[src/rtl/msb_pkg.sv]
package msb_pkg;

    typedef enum logic [1:0] {
        RX_IDLE  = 2'd0,
        RX_REQ   = 2'd1,
        RX_DRAIN = 2'd2
    } rx_state_e;

    function automatic int idx_w(input int n);
        return (n > 1) ? $clog2(n) : 1;
    endfunction

endpackage

[src/rtl/msb_fifo.sv]
module msb_fifo #(
    parameter int DW    = 32,
    parameter int DEPTH = 4
) (
    input  logic          clk,
    input  logic          rst_n,
    input  logic          wr_en,
    input  logic [DW-1:0] wr_data,
    input  logic          rd_en,
    output logic [DW-1:0] rd_data,
    output logic          full,
    output logic          empty
);
    localparam int PW = msb_pkg::idx_w(DEPTH);
    localparam int CW = $clog2(DEPTH + 1);

    typedef struct packed {
        logic [DEPTH-1:0][DW-1:0] mem;
        logic [PW-1:0]            wp;
        logic [PW-1:0]            rp;
        logic [CW-1:0]            cnt;
    } fifo_s;

    fifo_s q, d;

    assign full    = (q.cnt == CW'(DEPTH));
    assign empty   = (q.cnt == '0);
    assign rd_data = q.mem[q.rp];

    always_comb begin
        d = q;
        if (wr_en) begin
            d.mem[q.wp] = wr_data;
            d.wp = (q.wp == PW'(DEPTH - 1)) ? '0 : q.wp + 1'b1;
        end
        if (rd_en) begin
            d.rp = (q.rp == PW'(DEPTH - 1)) ? '0 : q.rp + 1'b1;
        end
        case ({wr_en, rd_en})
            2'b10:   d.cnt = q.cnt + 1'b1;
            2'b01:   d.cnt = q.cnt - 1'b1;
            default: d.cnt = q.cnt;
        endcase
    end

    always_ff @(posedge clk or negedge rst_n) begin
        if (!rst_n) q <= '0;
        else        q <= d;
    end

    // a write while full is only allowed together with a read
    p_no_overflow_r8: assert property (@(posedge clk) disable iff (!rst_n)
        wr_en |-> (!full || rd_en));

    // a dequeue never hits an empty queue
    p_no_underflow_r11: assert property (@(posedge clk) disable iff (!rst_n)
        rd_en |-> !empty);

endmodule

[src/rtl/msb_mux.sv]
module msb_mux #(
    parameter int N_SND = 4,
    parameter int DW    = 32,
    localparam int SEL_W = msb_pkg::idx_w(N_SND)
) (
    input  logic [N_SND*DW-1:0] data_in,
    input  logic [SEL_W-1:0]    sel,
    output logic [DW-1:0]       data_out
);
    always_comb begin
        data_out = '0;
        for (int i = 0; i < N_SND; i++) begin
            if (sel == SEL_W'(i)) data_out = data_in[i*DW +: DW];
        end
    end
endmodule

[src/rtl/msb_snd_arb.sv]
module msb_snd_arb #(
    parameter int N_SND = 4,
    localparam int SEL_W = msb_pkg::idx_w(N_SND)
) (
    input  logic             clk,
    input  logic             rst_n,
    input  logic [N_SND-1:0] snd_req,
    input  logic             fifo_full,
    output logic [N_SND-1:0] snd_ack,
    output logic             enq,
    output logic [SEL_W-1:0] sel
);
    typedef struct packed {
        logic [N_SND-1:0] ack;
        logic             enq;
        logic [SEL_W-1:0] sel;
        logic [SEL_W-1:0] rr;
    } arb_s;

    arb_s q, d;

    assign snd_ack = q.ack;
    assign enq     = q.enq;
    assign sel     = q.sel;

    always_comb begin
        logic found;
        int   pick;
        int   idx;
        d     = q;
        d.enq = 1'b0;
        d.ack = q.ack & snd_req;
        found = 1'b0;
        pick  = 0;
        idx   = 0;
        if ((q.ack == '0) && !fifo_full) begin
            for (int k = 0; k < N_SND; k++) begin
                idx = (int'(q.rr) + k) % N_SND;
                if (!found && snd_req[idx]) begin
                    found = 1'b1;
                    pick  = idx;
                end
            end
            if (found) begin
                d.ack[pick] = 1'b1;
                d.enq       = 1'b1;
                d.sel       = SEL_W'(pick);
                d.rr        = SEL_W'((pick + 1) % N_SND);
            end
        end
    end

    always_ff @(posedge clk or negedge rst_n) begin
        if (!rst_n) q <= '0;
        else        q <= d;
    end

    // acknowledges are mutually exclusive
    p_one_ack_r4: assert property (@(posedge clk) disable iff (!rst_n)
        $onehot0(snd_ack));

    for (genvar g = 0; g < N_SND; g++) begin : g_chk
        // an acknowledge rises only after a request seen the cycle before
        p_ack_after_req_r2: assert property (@(posedge clk) disable iff (!rst_n)
            $rose(snd_ack[g]) |-> $past(snd_req[g]));
        // a held request keeps its acknowledge
        p_ack_hold_r3: assert property (@(posedge clk) disable iff (!rst_n)
            (snd_ack[g] && snd_req[g]) |=> snd_ack[g]);
    end

endmodule

[src/rtl/msb_rcv_seq.sv]
module msb_rcv_seq (
    input  logic       clk,
    input  logic       rst_n,
    input  logic       fifo_empty,
    input  logic [1:0] rcv_ack,
    output logic [1:0] rcv_req,
    output logic       deq
);
    import msb_pkg::*;

    typedef struct packed {
        rx_state_e  st;
        logic       turn;
        logic [1:0] req;
        logic [1:0] ack_prev;
    } rx_s;

    rx_s q, d;

    assign rcv_req = q.req;
    assign deq     = (q.st == RX_DRAIN) && q.ack_prev[q.turn] && !rcv_ack[q.turn];

    always_comb begin
        d          = q;
        d.ack_prev = rcv_ack;
        case (q.st)
            RX_IDLE: begin
                if (!fifo_empty) begin
                    d.req[q.turn] = 1'b1;
                    d.st          = RX_REQ;
                end
            end
            RX_REQ: begin
                if (rcv_ack[q.turn]) begin
                    d.req = '0;
                    d.st  = RX_DRAIN;
                end
            end
            RX_DRAIN: begin
                if (deq) begin
                    d.st   = RX_IDLE;
                    d.turn = ~q.turn;
                end
            end
            default: d.st = RX_IDLE;
        endcase
    end

    always_ff @(posedge clk or negedge rst_n) begin
        if (!rst_n) q <= '{st: RX_IDLE, turn: 1'b0, req: 2'b00, ack_prev: 2'b00};
        else        q <= d;
    end

    // never request both receivers
    p_rcv_excl_r9: assert property (@(posedge clk) disable iff (!rst_n)
        !(rcv_req[0] && rcv_req[1]));

    for (genvar g = 0; g < 2; g++) begin : g_chk
        // request held until acknowledged
        p_req_hold_r10: assert property (@(posedge clk) disable iff (!rst_n)
            (rcv_req[g] && !rcv_ack[g]) |=> rcv_req[g]);
        // no new request while the previous acknowledge is still up
        p_no_early_req_r10: assert property (@(posedge clk) disable iff (!rst_n)
            $rose(rcv_req[g]) |-> !$past(rcv_ack[g]));
    end

endmodule

[src/rtl/msbuf_ctrl.sv]
module msbuf_ctrl #(
    parameter int N_SND = 4,
    parameter int DW    = 32,
    parameter int DEPTH = 4,
    localparam int SEL_W = msb_pkg::idx_w(N_SND)
) (
    input  logic                clk,
    input  logic                rst_n,
    input  logic [N_SND-1:0]    snd_req,
    input  logic [N_SND*DW-1:0] snd_data,
    output logic [N_SND-1:0]    snd_ack,
    output logic                enq_o,
    output logic [SEL_W-1:0]    sel_o,
    output logic                deq_o,
    output logic [1:0]          rcv_req,
    input  logic [1:0]          rcv_ack,
    output logic [DW-1:0]       rcv_data
);
    logic          full, empty;
    logic [DW-1:0] mux_word;

    msb_snd_arb #(.N_SND(N_SND)) u_arb (
        .clk       (clk),
        .rst_n     (rst_n),
        .snd_req   (snd_req),
        .fifo_full (full),
        .snd_ack   (snd_ack),
        .enq       (enq_o),
        .sel       (sel_o)
    );

    msb_mux #(.N_SND(N_SND), .DW(DW)) u_mux (
        .data_in  (snd_data),
        .sel      (sel_o),
        .data_out (mux_word)
    );

    msb_fifo #(.DW(DW), .DEPTH(DEPTH)) u_fifo (
        .clk     (clk),
        .rst_n   (rst_n),
        .wr_en   (enq_o),
        .wr_data (mux_word),
        .rd_en   (deq_o),
        .rd_data (rcv_data),
        .full    (full),
        .empty   (empty)
    );

    msb_rcv_seq u_rx (
        .clk        (clk),
        .rst_n      (rst_n),
        .fifo_empty (empty),
        .rcv_ack    (rcv_ack),
        .rcv_req    (rcv_req),
        .deq        (deq_o)
    );

    // enqueue exactly when one acknowledge has just risen
    p_enq_on_rise_r6: assert property (@(posedge clk) disable iff (!rst_n)
        enq_o == ((snd_ack & ~$past(snd_ack)) != '0));

    // the select names the acknowledged sender
    p_sel_match_r6: assert property (@(posedge clk) disable iff (!rst_n)
        enq_o |-> snd_ack[sel_o]);

    // dequeue only in a cycle where a receiver acknowledge dropped
    p_deq_fall_r11: assert property (@(posedge clk) disable iff (!rst_n)
        deq_o |-> ((rcv_ack & ~$past(rcv_ack)) == '0) && ($past(rcv_ack) != '0));

endmodule

[config.mk]
export PLATFORM = sky130hd
export DESIGN_NAME = msbuf_ctrl
export DESIGN_NICKNAME = d
export VERILOG_FILES = /design/src/rtl/msb_pkg.sv /design/src/rtl/msb_fifo.sv /design/src/rtl/msb_mux.sv /design/src/rtl/msb_snd_arb.sv /design/src/rtl/msb_rcv_seq.sv /design/src/rtl/msbuf_ctrl.sv
export SDC_FILE = /design/constraint.sdc
export NUM_CORES = 1
export LEC_CHECK = 0
export BUFFER_PORTS_ARGS = -buffer_cell sky130_fd_sc_hd__buf_2
export CORE_UTILIZATION = 45
export CTS_CLUSTER_DIAMETER = 40
export DETAILED_ROUTE_END_ITERATION = 10
export PLACE_DENSITY = 0.69
export SYNTH_ARGS = -nofsm -noshare
export SYNTH_HDL_FRONTEND = slang
export SYNTH_SLANG_ARGS = --single-unit
[constraint.sdc]
create_clock -name clk -period 2.8 [get_ports clk]
set_clock_uncertainty 0.15 [all_clocks]
set_input_delay 0.56 -clock clk [delete_from_list [all_inputs] [get_ports clk]]
set_output_delay 0.56 -clock clk [all_outputs]
set_load 0.02 [all_outputs]
---- Word-level counts from Yosys, hierarchy flattened ----
Cells that the tools add are included.
operators by class
  add/sub/neg operators ................... 8
  $lt $le $gt $ge ......................... 11
  equality and inequality tests ........... 13
  mux-type cells .......................... 53
  bitwise logic cells ..................... 7
  reduce and logical (&&, ||, !) cells .... 27
operator list
  cell                   count
  $mux W32               10
  $bwmux W128            1
  $bmux W32 S2           1
  $demux W32 S2          1
  $ge A32 B1 Y1 const B  1
  $lt A32 B4 Y1 const B  1
  $mux W1                21
  $mux W9                2
  $mux W2                7
  $eq A2 B2 Y1 const B   6
  $lt A3 B4 Y1 const B   3
  $logic_and A1 B1 Y1    9
  $lt A2 B3 Y1 const B   3
  $bmux W1 S2            4
  $add A2 B1 Y2 const B  3
  $add A2 B2 Y2 const B  3
  $eq A2 B1 Y1 const B   3
  $pmux W2 S3            1
  $pmux W3 S2            1
  $reduce_and A3 Y1      2
  $reduce_or A2 Y1       3
  $logic_not A1 Y1       5
  $and A4 B4 Y4          1
  $logic_not A2 Y1       2
  20 further kinds       25
storage, ports and cells
  bits in registers ....................... 151
  input bits .............................. 136
  output and inout bits ................... 42
  logic and storage cells ................. 134

---- Logic depth before layout (Yosys ltp) ----
Gate-level depths: netlist (run 1).
  word-level depth ........................ 24
  mapped depth ............................ 11
  depth with buffers taken out ............ 10

---- Cells and area by module ----
A second synthesis (run 1) with hierarchy kept.
second synthesis, totals
  cell total of the unflattened synthesis .. 457
  area, all modules ....................... 7,583.5 µm²
by module, submodules not included
  module       times used  cells each  area each (µm²)  sequential area each (µm²)
  msb_fifo     1           346         5,918.2          3,378.2
  msb_mux      1           39          814.5            0.0
  msb_snd_arb  1           47          525.5            225.2
  msb_rcv_seq  1           25          325.3            175.2

---- Worst setup path before layout (run 1) ----
Ideal clock, no wire load.
  path type ............................... input to register
  from .................................... input port rcv_ack[0]
  to ...................................... register u_fifo.q[2] in the netlist's numbering
  setup time .............................. 0.079 ns
  arrival ................................. 2.317 ns
  data required time ...................... 2.571 ns
  path slack .............................. 0.254 ns
  cell stages on the path ................. 9
  buffers on the path ..................... 0
  path through ............................ o22ai_1 nand3b_1 nor2_1 ha_1 inv_1 fa_1 xor2_1 nor2_1 xor2_1
between the ends
  longest elaborated chain between the ends .. 6
RTL lines
  element                                                   RTL line           source
  from (decl)                                               msbuf_ctrl.sv:16   input logic [1:0] rcv_ack,
  $mux W1 (not written as such) * (2 in a row)              msb_rcv_seq.sv:21  assign deq = (q.st == RX_DRAIN) && q.ack_prev[q.turn] && !rcv_ack[q.turn];
  $logic_not A1 Y1 *                                        msb_rcv_seq.sv:21
  $logic_and A1 B1 Y1 *                                     msb_rcv_seq.sv:21
  via deq_o                                                 msbuf_ctrl.sv:14   output logic deq_o,
  $eq A2 B1 Y1 / $eq A2 B2 Y1 (equally long branches)       msb_fifo.sv:39     case ({wr_en, rd_en})
  $pmux W3 S2 / $reduce_bool A2 Y1 (equally long branches)  n/a
  to (signal assigned)                                      msb_fifo.sv:47     if (!rst_n) q <= '0;
  to (signal assigned)                                      msb_fifo.sv:48     else q <= d;
  to (decl)                                                 msb_fifo.sv:24     fifo_s q, d;
The timed path passes the listed nets; every way through them passes the cells marked *. The select of a mux whose other input is x is not followed.
A chain may end at the register's enable or synchronous reset.

---- Final worst setup path (run 1) ----
  from .................................... register u_fifo.q[3] in the netlist's numbering
  to ...................................... output port rcv_data[2]
between the ends
  longest elaborated chain between the ends .. 2
RTL lines
  element                         RTL line          source
  $bmux W32 S2                    msb_fifo.sv:28    assign rd_data = q.mem[q.rp];
  $mux W32 (not written as such)  msb_fifo.sv:28
  to (decl)                       msbuf_ctrl.sv:17  output logic [DW-1:0] rcv_data
No other way between the ends. The select of a mux whose other input is x is not followed.

==> results of run 1 <==
==> area by class of cell <==
class | count | area [sq um] | share of cell area, %
tap | 216 | 270 | 2.94
timing repair buffer | 193 | 1060 | 11.6
clock inverter | 9 | 173 | 1.88
sequential | 151 | 3780 | 41.1
multi-input combinational | 264 | 3410 | 37.1
clock buffer | 22 | 464 | 5.04
inverter | 10 | 37.5 | 0.408
==> through the flow <==
step	utilization (%)	worst slack, ns	instance area (sq um)	cells	power, mW
2_1_floorplan	-	0.254	7460	462	8.21
3_3_place_gp	53.3	0.436	8560	833	9.43
3_5_place_dp	53.3	0.320	8560	833	9.73
4_1_cts	57.3	0.234	9210	865	12.2
5_1_grt	57.3	0.197	9210	865	12.8
6_report	57.3	0.286	9210	865	12.1
==> synth_stat cells (all sizes together) <==
cell type / count / area [sq um]
nand3b: 1 / 7.51
ha: 6 / 75.1
o21a: 1 / 7.51
nor3: 2 / 10.0
nor2b: 1 / 6.26
nor4: 1 / 6.26
a2bb2oi: 1 / 8.76
o22ai: 1 / 6.26
o31ai: 1 / 7.51
clkbuf: 4 / 15.0
or3: 1 / 6.26
nand2b: 2 / 12.5
o21ai: 12 / 60.1
a31oi: 1 / 21.3
mux4: 64 / 1450
xor2: 3 / 26.3
a22oi: 1 / 7.51
mux2: 132 / 1490
a32o: 2 / 20.0
a21o: 1 / 7.51
mux2i: 3 / 30.0
o41ai: 2 / 17.5
inv: 10 / 37.5
nor2: 8 / 30.0
a21oi: 5 / 25.0
xnor2: 1 / 8.76
dfrtp: 151 / 3780
buf: 33 / 226
fa: 1 / 20.0
nand2: 10 / 37.5
==> power by group through the flow <==
stage               sequential (mW)  combinational (mW)  clock [mW]
floorplan                      3.74                4.47           0
global placement               4.00                5.43           0
detailed placement             4.12                5.61           0
CTS                            4.09                5.63        2.51
global route                   4.24                5.99        2.61
finish                         4.09                5.52        2.46
==> how the worst min path moves through the flow <==
stage                       from           end  slack (ns)  depth (start not counted)
floorplan                  rst_n     u_arb.enq        0.11                          0
global placement    u_fifo.q[85]  u_fifo.q[85]        0.33                          1
detailed placement  u_fifo.q[84]  u_fifo.q[84]        0.34                          1
CTS                   rcv_ack[1]     u_rx.q[1]        0.11                          1
global route          rcv_ack[1]     u_rx.q[1]        0.11                          1
finish                rcv_ack[1]     u_rx.q[1]        0.13                          1
==> routing by layer <==
layer	vias up	global-route usage, %	wire, um
met2	134	36.1	8600
met5	-	0	0
met4	0	7.17	246
met1	2454	24.6	6740
met3	25	4.44	614
li1	2108	-	-
==> cells by family (layout without fill, tap and decap cells) <==
family | count (synthesis) | count (layout) | share of synthesized area (%)
compound gates | 28 | 28 | 2.53
buf+inv | 47 | 234 | 3.74
xor+xnor | 4 | 4 | 0.470
mux | 199 | 199 | 39.8
simple gates | 26 | 26 | 1.56
fa+ha+maj | 7 | 7 | 1.27
flops | 151 | 151 | 50.6
==> sequential cells by signal, summed over array words and instances, names as in the netlist <==
| signal | cells |
|---|---|
| u_arb.enq | 1 |
| u_fifo.q | 135 |
| u_arb.sel | 2 |
| u_rx.rcv_req | 2 |
| u_arb.snd_ack | 4 |
| u_arb.q | 2 |
| u_rx.q | 5 |
==> results.json, run 1 <==
{
  "ioPinCount": 178,
  "gp_congestion": 0.765,
  "dr.pass1.iters": 4,
  "setup_violations": 0,
  "p_leak_nw": 4.06,
  "hold_viol_final": 0,
  "grt_pass1_wl_um": 25600,
  "final_max_slew_viol_count": 0,
  "nFillCells": 1296,
  "syn_inst": 462,
  "final_cell_mix": "buf_2 (176), dfrtp_1 (147), mux2_2 (131), mux4_2 (61), clkbuf_16 (17)",
  "cp-start-kind": "flip-flop",
  "slowest_stage": "mux4_2",
  "cts_resized": 0,
  "clkLatencyLatePin_ns": 0.41,
  "regToRegEndpoint": "u_fifo.q[2]",
  "syn_avg_cell_area_sq_um": 16.2,
  "antenna_found_initial": 0,
  "grt_max_degree": 59,
  "crit_path_end": "rcv_data[2]",
  "hpwl_um": 11000,
  "routed_via_density": 5.46,
  "synth_warnings": 0,
  "die-width_um": 131,
  "wl_per_cell_um": 18.7,
  "core_area_sq_um": 16100,
  "die_h_um": 131,
  "crit_type": "flip-flop to primary output",
  "rsz0062_at_grt": "false",
  "synth.cell_area_sq_um": 7460,
  "vias": 4721,
  "first_iter_violations": 153,
  "totalWireLength_um": 16200,
  "grt-ovfl-total": 0,
  "p_comb_share_pct": 45.7,
  "fin_nets": 780,
  "p_sw_share_pct": 34.9,
  "hp-class": "primary input to flip-flop",
  "ant_nets": 0,
  "reg2reg_slack_ns": 0.45,
  "power.internal_mw": 7.85,
  "power_density_nw_per_um2": 1310,
  "cts_tree": "done",
  "crit_fanout": 14,
  "cts_setup_buffers": 0,
  "power_frac_clock_pct": 20.4,
  "num_antenna_cells": 0,
  "max-slew-margin-rel_pct": 41.7,
  "holdBufCountCts": 1,
  "outcome": "finished, final reports clean",
  "cp-end-kind": "primary output",
  "ys_ff_latch": 151,
  "max-cap-violations": 0,
  "crit_start": "u_fifo.q[3]",
  "yosysUniqueCellTypes": 37,
  "cts-root-buf": "clkbuf_16",
  "arrival_ns": 1.80,
  "cpPeakStageDelay_ns": 0.55,
  "final.setup.tns_ns": 0,
  "drc": 0,
  "start_util_pct": 46.5,
  "grt_util_all_layers_pct": 20.4,
  "crit_buf_inv": 2,
  "area_growth_pct": 23.4,
  "num_rows": 46,
  "grt_pass1_vias": 4969,
  "drive_gt1_share_pct": 64.9,
  "cp_data_required_time_ns": 2.09,
  "switchingPower_mw": 4.22,
  "seq_power_share_pct": 33.9,
  "port_buffers": 177,
  "htree_levels": 4,
  "path_cells": "buf_4 > mux4_2 > buf_2",
  "period_share_pct": 89.8,
  "dieArea_sq_um": 17100,
  "reg2reg_from": "u_rx.q[4]",
  "final_common_cell": "buf_2",
  "path_clk_slew_ns": 0.06,
  "fin_crit_ns": 2.51,
  "r2r_cells": 10,
  "cts_made_buffers": 17,
  "numClockSinks": 151,
  "clock_path_buffers": 2,
  "syn_nets": 605,
  "holdWs_ns": 0.131,
  "yosysSeqAreaShare_pct": 50.6,
  "critical_path.top_delay_family": "multiplexers",
  "vdd_drop_max_mv": 0.671,
  "tightest_slew_ns": 0.875,
  "max_freq_mhz": 398,
  "cp.depth": 3
}
No activity file was read; power rests on OpenSTA's default activity.
==> inputs of run 2 (changes only) <==
--- a/config.mk
+++ b/config.mk
@@ -5,11 +5,10 @@
 export SDC_FILE = /design/constraint.sdc
 export NUM_CORES = 1
 export LEC_CHECK = 0
-export BUFFER_PORTS_ARGS = -buffer_cell sky130_fd_sc_hd__buf_2
 export CORE_UTILIZATION = 45
 export CTS_CLUSTER_DIAMETER = 40
 export DETAILED_ROUTE_END_ITERATION = 10
-export PLACE_DENSITY = 0.69
+export DONT_BUFFER_PORTS = 1
 export SYNTH_ARGS = -nofsm -noshare
 export SYNTH_HDL_FRONTEND = slang
 export SYNTH_SLANG_ARGS = --single-unit
==> results.json, run 2 (synthesis results as in run 1) <==
{
  "outcome": "finished with violations",
  "violations": "negative hold slack",
  "r2r_cells": 10,
  "final_cell_mix": "dfrtp_1 (147), mux2_2 (131), mux4_2 (61), clkbuf_16 (17), buf_4 (11)",
  "crit_type": "flip-flop to primary output",
  "path_clk_slew_ns": 0.06,
  "holdWs_ns": -0.313,
  "rsz0062_at_grt": "false",
  "largest_register_ffs": 135,
  "crit_fanout": 17,
  "start_util_pct": 46.5,
  "grt_max_degree": 152,
  "reg2reg_from": "u_rx.q[4]",
  "power_mw": 11.1,
  "numClockSinks": 151,
  "cts-root-buf": "clkbuf_16",
  "gp_congestion": 0.706,
  "nFillCells": 1358,
  "regMostFlops": "u_fifo.q",
  "hp-class": "primary input to asynchronous set/reset pin",
  "final_max_slew_viol_count": 0,
  "dr.pass1.iters": 4,
  "core_area_sq_um": 16100,
  "regToRegEndpoint": "u_fifo.q[2]",
  "period_share_pct": 89.2,
  "totalWireLength_um": 15300,
  "dieArea_sq_um": 17100,
  "max-slew-margin-rel_pct": 34.9,
  "cp-start-kind": "flip-flop",
  "clock_path_buffers": 2,
  "antenna_found_initial": 1,
  "cp-end-kind": "primary output",
  "drc": 0,
  "clkLatencyLatePin_ns": 0.42,
  "port_buffers": 0,
  "num_rows": 46,
  "reg2reg_slack_ns": 0.50,
  "cts_tree": "done",
  "hpwl_um": 9870,
  "cts_setup_buffers": 0,
  "setup_violations": 0,
  "tightest_slew_ns": 0.977,
  "first_iter_violations": 173,
  "ant_nets": 0,
  "max-cap-violations": 0,
  "grt_util_all_layers_pct": 19.2,
  "final.setup.tns_ns": 0,
  "vias": 4032,
  "grt_pass1_wl_um": 23800,
  "wl_per_cell_um": 22.2,
  "die_h_um": 131,
  "grt_pass1_vias": 4320,
  "grt-ovfl-total": 0,
  "vdd_drop_max_mv": 0.658,
  "arrival_ns": 1.79,
  "cp_data_required_time_ns": 2.09,
  "drive_gt1_share_pct": 50.6,
  "max_freq_mhz": 400,
  "htree_levels": 4,
  "die-width_um": 131,
  "ioPinCount": 178,
  "fin_crit_ns": 2.50,
  "cts_resized": 0,
  "hold_viol_final": 151,
  "routed_via_density": 5.87,
  "power_density_nw_per_um2": 1360,
  "fin_nets": 602,
  "final_common_cell": "dfrtp_1",
  "p_leak_nw": 3.29,
  "area_growth_pct": 9.69,
  "cts_made_buffers": 17
}
run 2: changes by cell type in the layout (fill, tap and decap cells not counted), sizes merged:
cell and delta:
bufinv -4, clkbuf +4, diode +1, dlygate4sd3 +1
buf -179, clkinvlp -1
run 2: layer usage:
metal,routed length [um],up-vias,GRT usage [%],part of all wire (%)
li1,-,1758,-,-
met1,6440,2137,24.2,42
met2,7580,117,31.4,50
met3,949,20,5.46,6.2
met4,301,0,7.64,2.0
met5,0,-,0,0
run 2: how the worst max path moves through the flow:
stage	startpoint	end	slack, ns	cells past startpoint
after floorplan	rcv_ack[0]	u_fifo.q[2]	0.25	9
after global placement	rcv_ack[0]	u_fifo.q[2]	0.55	9
after detailed placement	rcv_ack[0]	u_fifo.q[2]	0.49	9
after CTS	u_fifo.q[3]	rcv_data[31]	0.25	2
after global routing	u_fifo.q[4]	rcv_data[25]	0.19	2
final	u_fifo.q[4]	rcv_data[30]	0.30	2
run 2: critical path, stage by stage, from the launching register on:
cell     delay (ns)
dfrtp_2        0.64
buf_4          0.31
mux4_2         0.42
run 2: stage by stage:
| stage | worst slack [ns] | cells | hold WS (ns) | area, sq um | util [%] |
|---|---|---|---|---|---|
| 5_1_grt | 0.193 | 687 | -0.337 | 8190 | 51.0 |
| 3_5_place_dp | 0.491 | 654 | 0.118 | 7630 | 47.5 |
| 2_1_floorplan | 0.254 | 462 | 0.114 | 7460 | - |
| 4_1_cts | 0.248 | 684 | -0.330 | 8160 | 50.8 |
| 6_report | 0.303 | 687 | -0.313 | 8190 | 51.0 |
| 3_3_place_gp | 0.553 | 654 | 0.118 | 7630 | 47.5 |
run 2: power breakdown:
part	switching (mW)	internal, mW	total, mW	leakage, nW
combinational	2.32	2.52	4.84	1.26
clock	0.820	1.28	2.10	0.264
sequential	0.834	3.32	4.15	1.77
run 2: cell type report:
| cell class | instances | area (sq um) | area share (%) |
|---|---|---|---|
| Multi-Input combinational cell | 264 | 3410 | 41.7 |
| Inverter | 10 | 37.5 | 0.459 |
| Sequential cell | 151 | 3780 | 46.2 |
| Timing Repair Buffer | 15 | 143 | 1.74 |
| Tap cell | 216 | 270 | 3.30 |
| Clock buffer | 26 | 489 | 5.98 |
| Antenna cell | 1 | 2.50 | 0.0306 |
| Clock inverter | 4 | 45.0 | 0.550 |
==> inputs of run 3 (changes only) <==
--- a/config.mk
+++ b/config.mk
@@ -5,10 +5,13 @@
 export SDC_FILE = /design/constraint.sdc
 export NUM_CORES = 1
 export LEC_CHECK = 0
+export CAP_MARGIN = 20
+export CORE_ASPECT_RATIO = 0.7
 export CORE_UTILIZATION = 45
 export CTS_CLUSTER_DIAMETER = 40
 export DETAILED_ROUTE_END_ITERATION = 10
 export DONT_BUFFER_PORTS = 1
 export SYNTH_ARGS = -nofsm -noshare
 export SYNTH_HDL_FRONTEND = slang
+export SYNTH_HIERARCHICAL = 1
 export SYNTH_SLANG_ARGS = --single-unit
==> results.json, run 3 <==
{
  "hpwl_um": 9940,
  "multi_input_area_sq_um": 3480,
  "wl_per_cell_um": 22.2,
  "ys_ff_latch": 151,
  "totalWireLength_um": 15400,
  "max_freq_mhz": 397,
  "cts_setup_buffers": 0,
  "holdBufCountCts": 2,
  "syn_inst": 457,
  "synth_warnings": 6,
  "hp-class": "primary input to asynchronous set/reset pin",
  "area_growth_pct": 10.6,
  "outcome": "finished with violations",
  "synth.cell_area_sq_um": 7580,
  "wl_met2_um": 7270,
  "largest_register_ffs": 135,
  "drive_gt1_share_pct": 53.1,
  "grt_pass1_vias": 4540,
  "vdd_drop_max_mv": 0.667,
  "grt_util_all_layers_pct": 19.2,
  "routed.top_layer": "met4",
  "ant_nets": 0,
  "nFillCells": 1375,
  "cts_tree": "done",
  "max-slew-margin-rel_pct": 41.9,
  "wl_met3_um": 873,
  "grt_max_degree": 152,
  "p_leak_nw": 3.39,
  "final_area_sq_um": 8390,
  "fin_nets": 603,
  "synth_most_common_cell": "dfrtp_1",
  "dr.pass1.iters": 4,
  "die-width_um": 157,
  "regToRegEndpoint": "u_fifo/q[2]",
  "regArea_sq_um": 3780,
  "crit_fanout": 20,
  "power_density_nw_per_um2": 1380,
  "dieArea_sq_um": 17400,
  "final_max_slew_viol_count": 0,
  "antenna_found_initial": 0,
  "hold_viol_final": 151,
  "cp_data_required_time_ns": 2.09,
  "cp-end-kind": "primary output",
  "cts_resized": 0,
  "wl_met1_um": 7110,
  "yosysSeqAreaShare_pct": 49.8,
  "final_common_cell": "dfrtp_1",
  "syn_avg_cell_area_sq_um": 16.6,
  "numClockSinks": 151,
  "setup_violations": 0,
  "num_antenna_cells": 0,
  "synthArstFlopShare_pct": 100,
  "yosys-top-cells-count": "dfrtp_1 (151), mux2_2 (131), mux4_2 (62)",
  "grt-ovfl-total": 0,
  "gp_congestion": 0.777,
  "tightest_slew_ns": 0.872,
  "cts_made_buffers": 17,
  "fin_crit_ns": 2.52,
  "reg2reg_from": "u_rx/q[4]",
  "yosys-top-cells-area": "dfrtp_1 (50%), mux2_2 (19%), mux4_2 (18%)",
  "core_area_sq_um": 16400,
  "regMostFlops": "u_fifo/q",
  "arrival_ns": 1.81,
  "yosys.area.top_type_share_pct": 49.8,
  "placed_cell_area_sq_um": 7750,
  "crit_path_end": "rcv_data[9]",
  "die_h_um": 111,
  "vias": 4098,
  "yosysTopAreaCell": "dfrtp_1",
  "final.setup.tns_ns": 0,
  "num_rows": 39,
  "htree_levels": 4,
  "yosysUniqueCellTypes": 45,
  "final_cell_mix": "dfrtp_1 (147), mux2_2 (131), mux4_2 (62), clkbuf_16 (17)",
  "violations": "negative hold slack",
  "syn_nets": 604,
  "path_clk_slew_ns": 0.06,
  "clock_path_buffers": 2,
  "drc": 0,
  "crit_start": "u_fifo/q[3]",
  "crit_type": "flip-flop to primary output",
  "routed_via_density": 5.90,
  "synth_edf_count": 0,
  "yosys_most_used_dff": "dfrtp_1",
  "r2r_cells": 8,
  "first_iter_violations": 159,
  "port_buffers": 0,
  "holdWs_ns": -0.309,
  "reg2reg_slack_ns": 0.40,
  "clkLatencyLatePin_ns": 0.41,
  "cp-start-kind": "flip-flop",
  "max-cap-violations": 0,
  "period_share_pct": 90.0,
  "start_util_pct": 46.3,
  "grt_pass1_wl_um": 25000,
  "ioPinCount": 178,
  "cts-root-buf": "clkbuf_16",
  "rsz0062_at_grt": "false"
}
run 3: worst min path at each step:
stage                                   to  cells after the start  slack (ns)
after floorplan                  u_arb/enq                      0        0.11
after global placement    u_arb/snd_ack[2]                      0        0.12
after detailed placement  u_arb/snd_ack[2]                      0        0.12
after CTS                     u_fifo/q[82]                      0       -0.34
after global routing         u_fifo/q[114]                      0       -0.35
final                            u_rx/q[0]                      0       -0.31
run 3: worst max-delay path, cell delays in order (launching register included):
cell and delay (ns):
dfrtp_2 0.35, buf_4 0.37, mux4_2 0.67
run 3: layout make-up:
type	instances	area share [%]
Tap cell	225	3.36
Inverter	10	0.447
Sequential cell	151	45.1
Clock buffer	20	5.32
Timing Repair Buffer	15	2.15
Multi-Input combinational cell	261	41.5
Clock inverter	12	2.10
run 3: report_power, final:
group | internal, mW | total (mW) | switching, mW
clock network | 1.51 | 2.40 | 0.889
registers | 3.31 | 4.15 | 0.835
logic | 2.63 | 4.99 | 2.36
total | 7.46 | 11.5 | 4.08
run 3: cell families after synthesis:
| family | Yosys count | synth area share [%] |
|---|---|---|
| buf+inv | 45 | 4.37 |
| flops | 151 | 49.8 |
| simple gates | 29 | 2.41 |
| fa+ha+maj | 11 | 1.91 |
| compound gates | 19 | 1.91 |
| mux | 199 | 39.2 |
| xor+xnor | 3 | 0.347 |
run 3: layer usage:
metal / vias up / GRT usage [%]
met5: - / 0
met4: 0 / 5.57
met3: 10 / 5.73
met2: 117 / 29.1
met1: 2212 / 26.8
li1: 1759 / -
run 3: through the flow:
stage                     std cells  setup WS, ns  power [mW]  utilization (%)
after detailed placement        660         0.355        9.24             47.2
after floorplan                 457        0.0572        8.31                -
final                           694         0.280        11.5             51.2
after global placement          660         0.411        9.05             47.2
after CTS                       694         0.234        11.7             51.2
after global routing            694         0.187        12.3             51.2
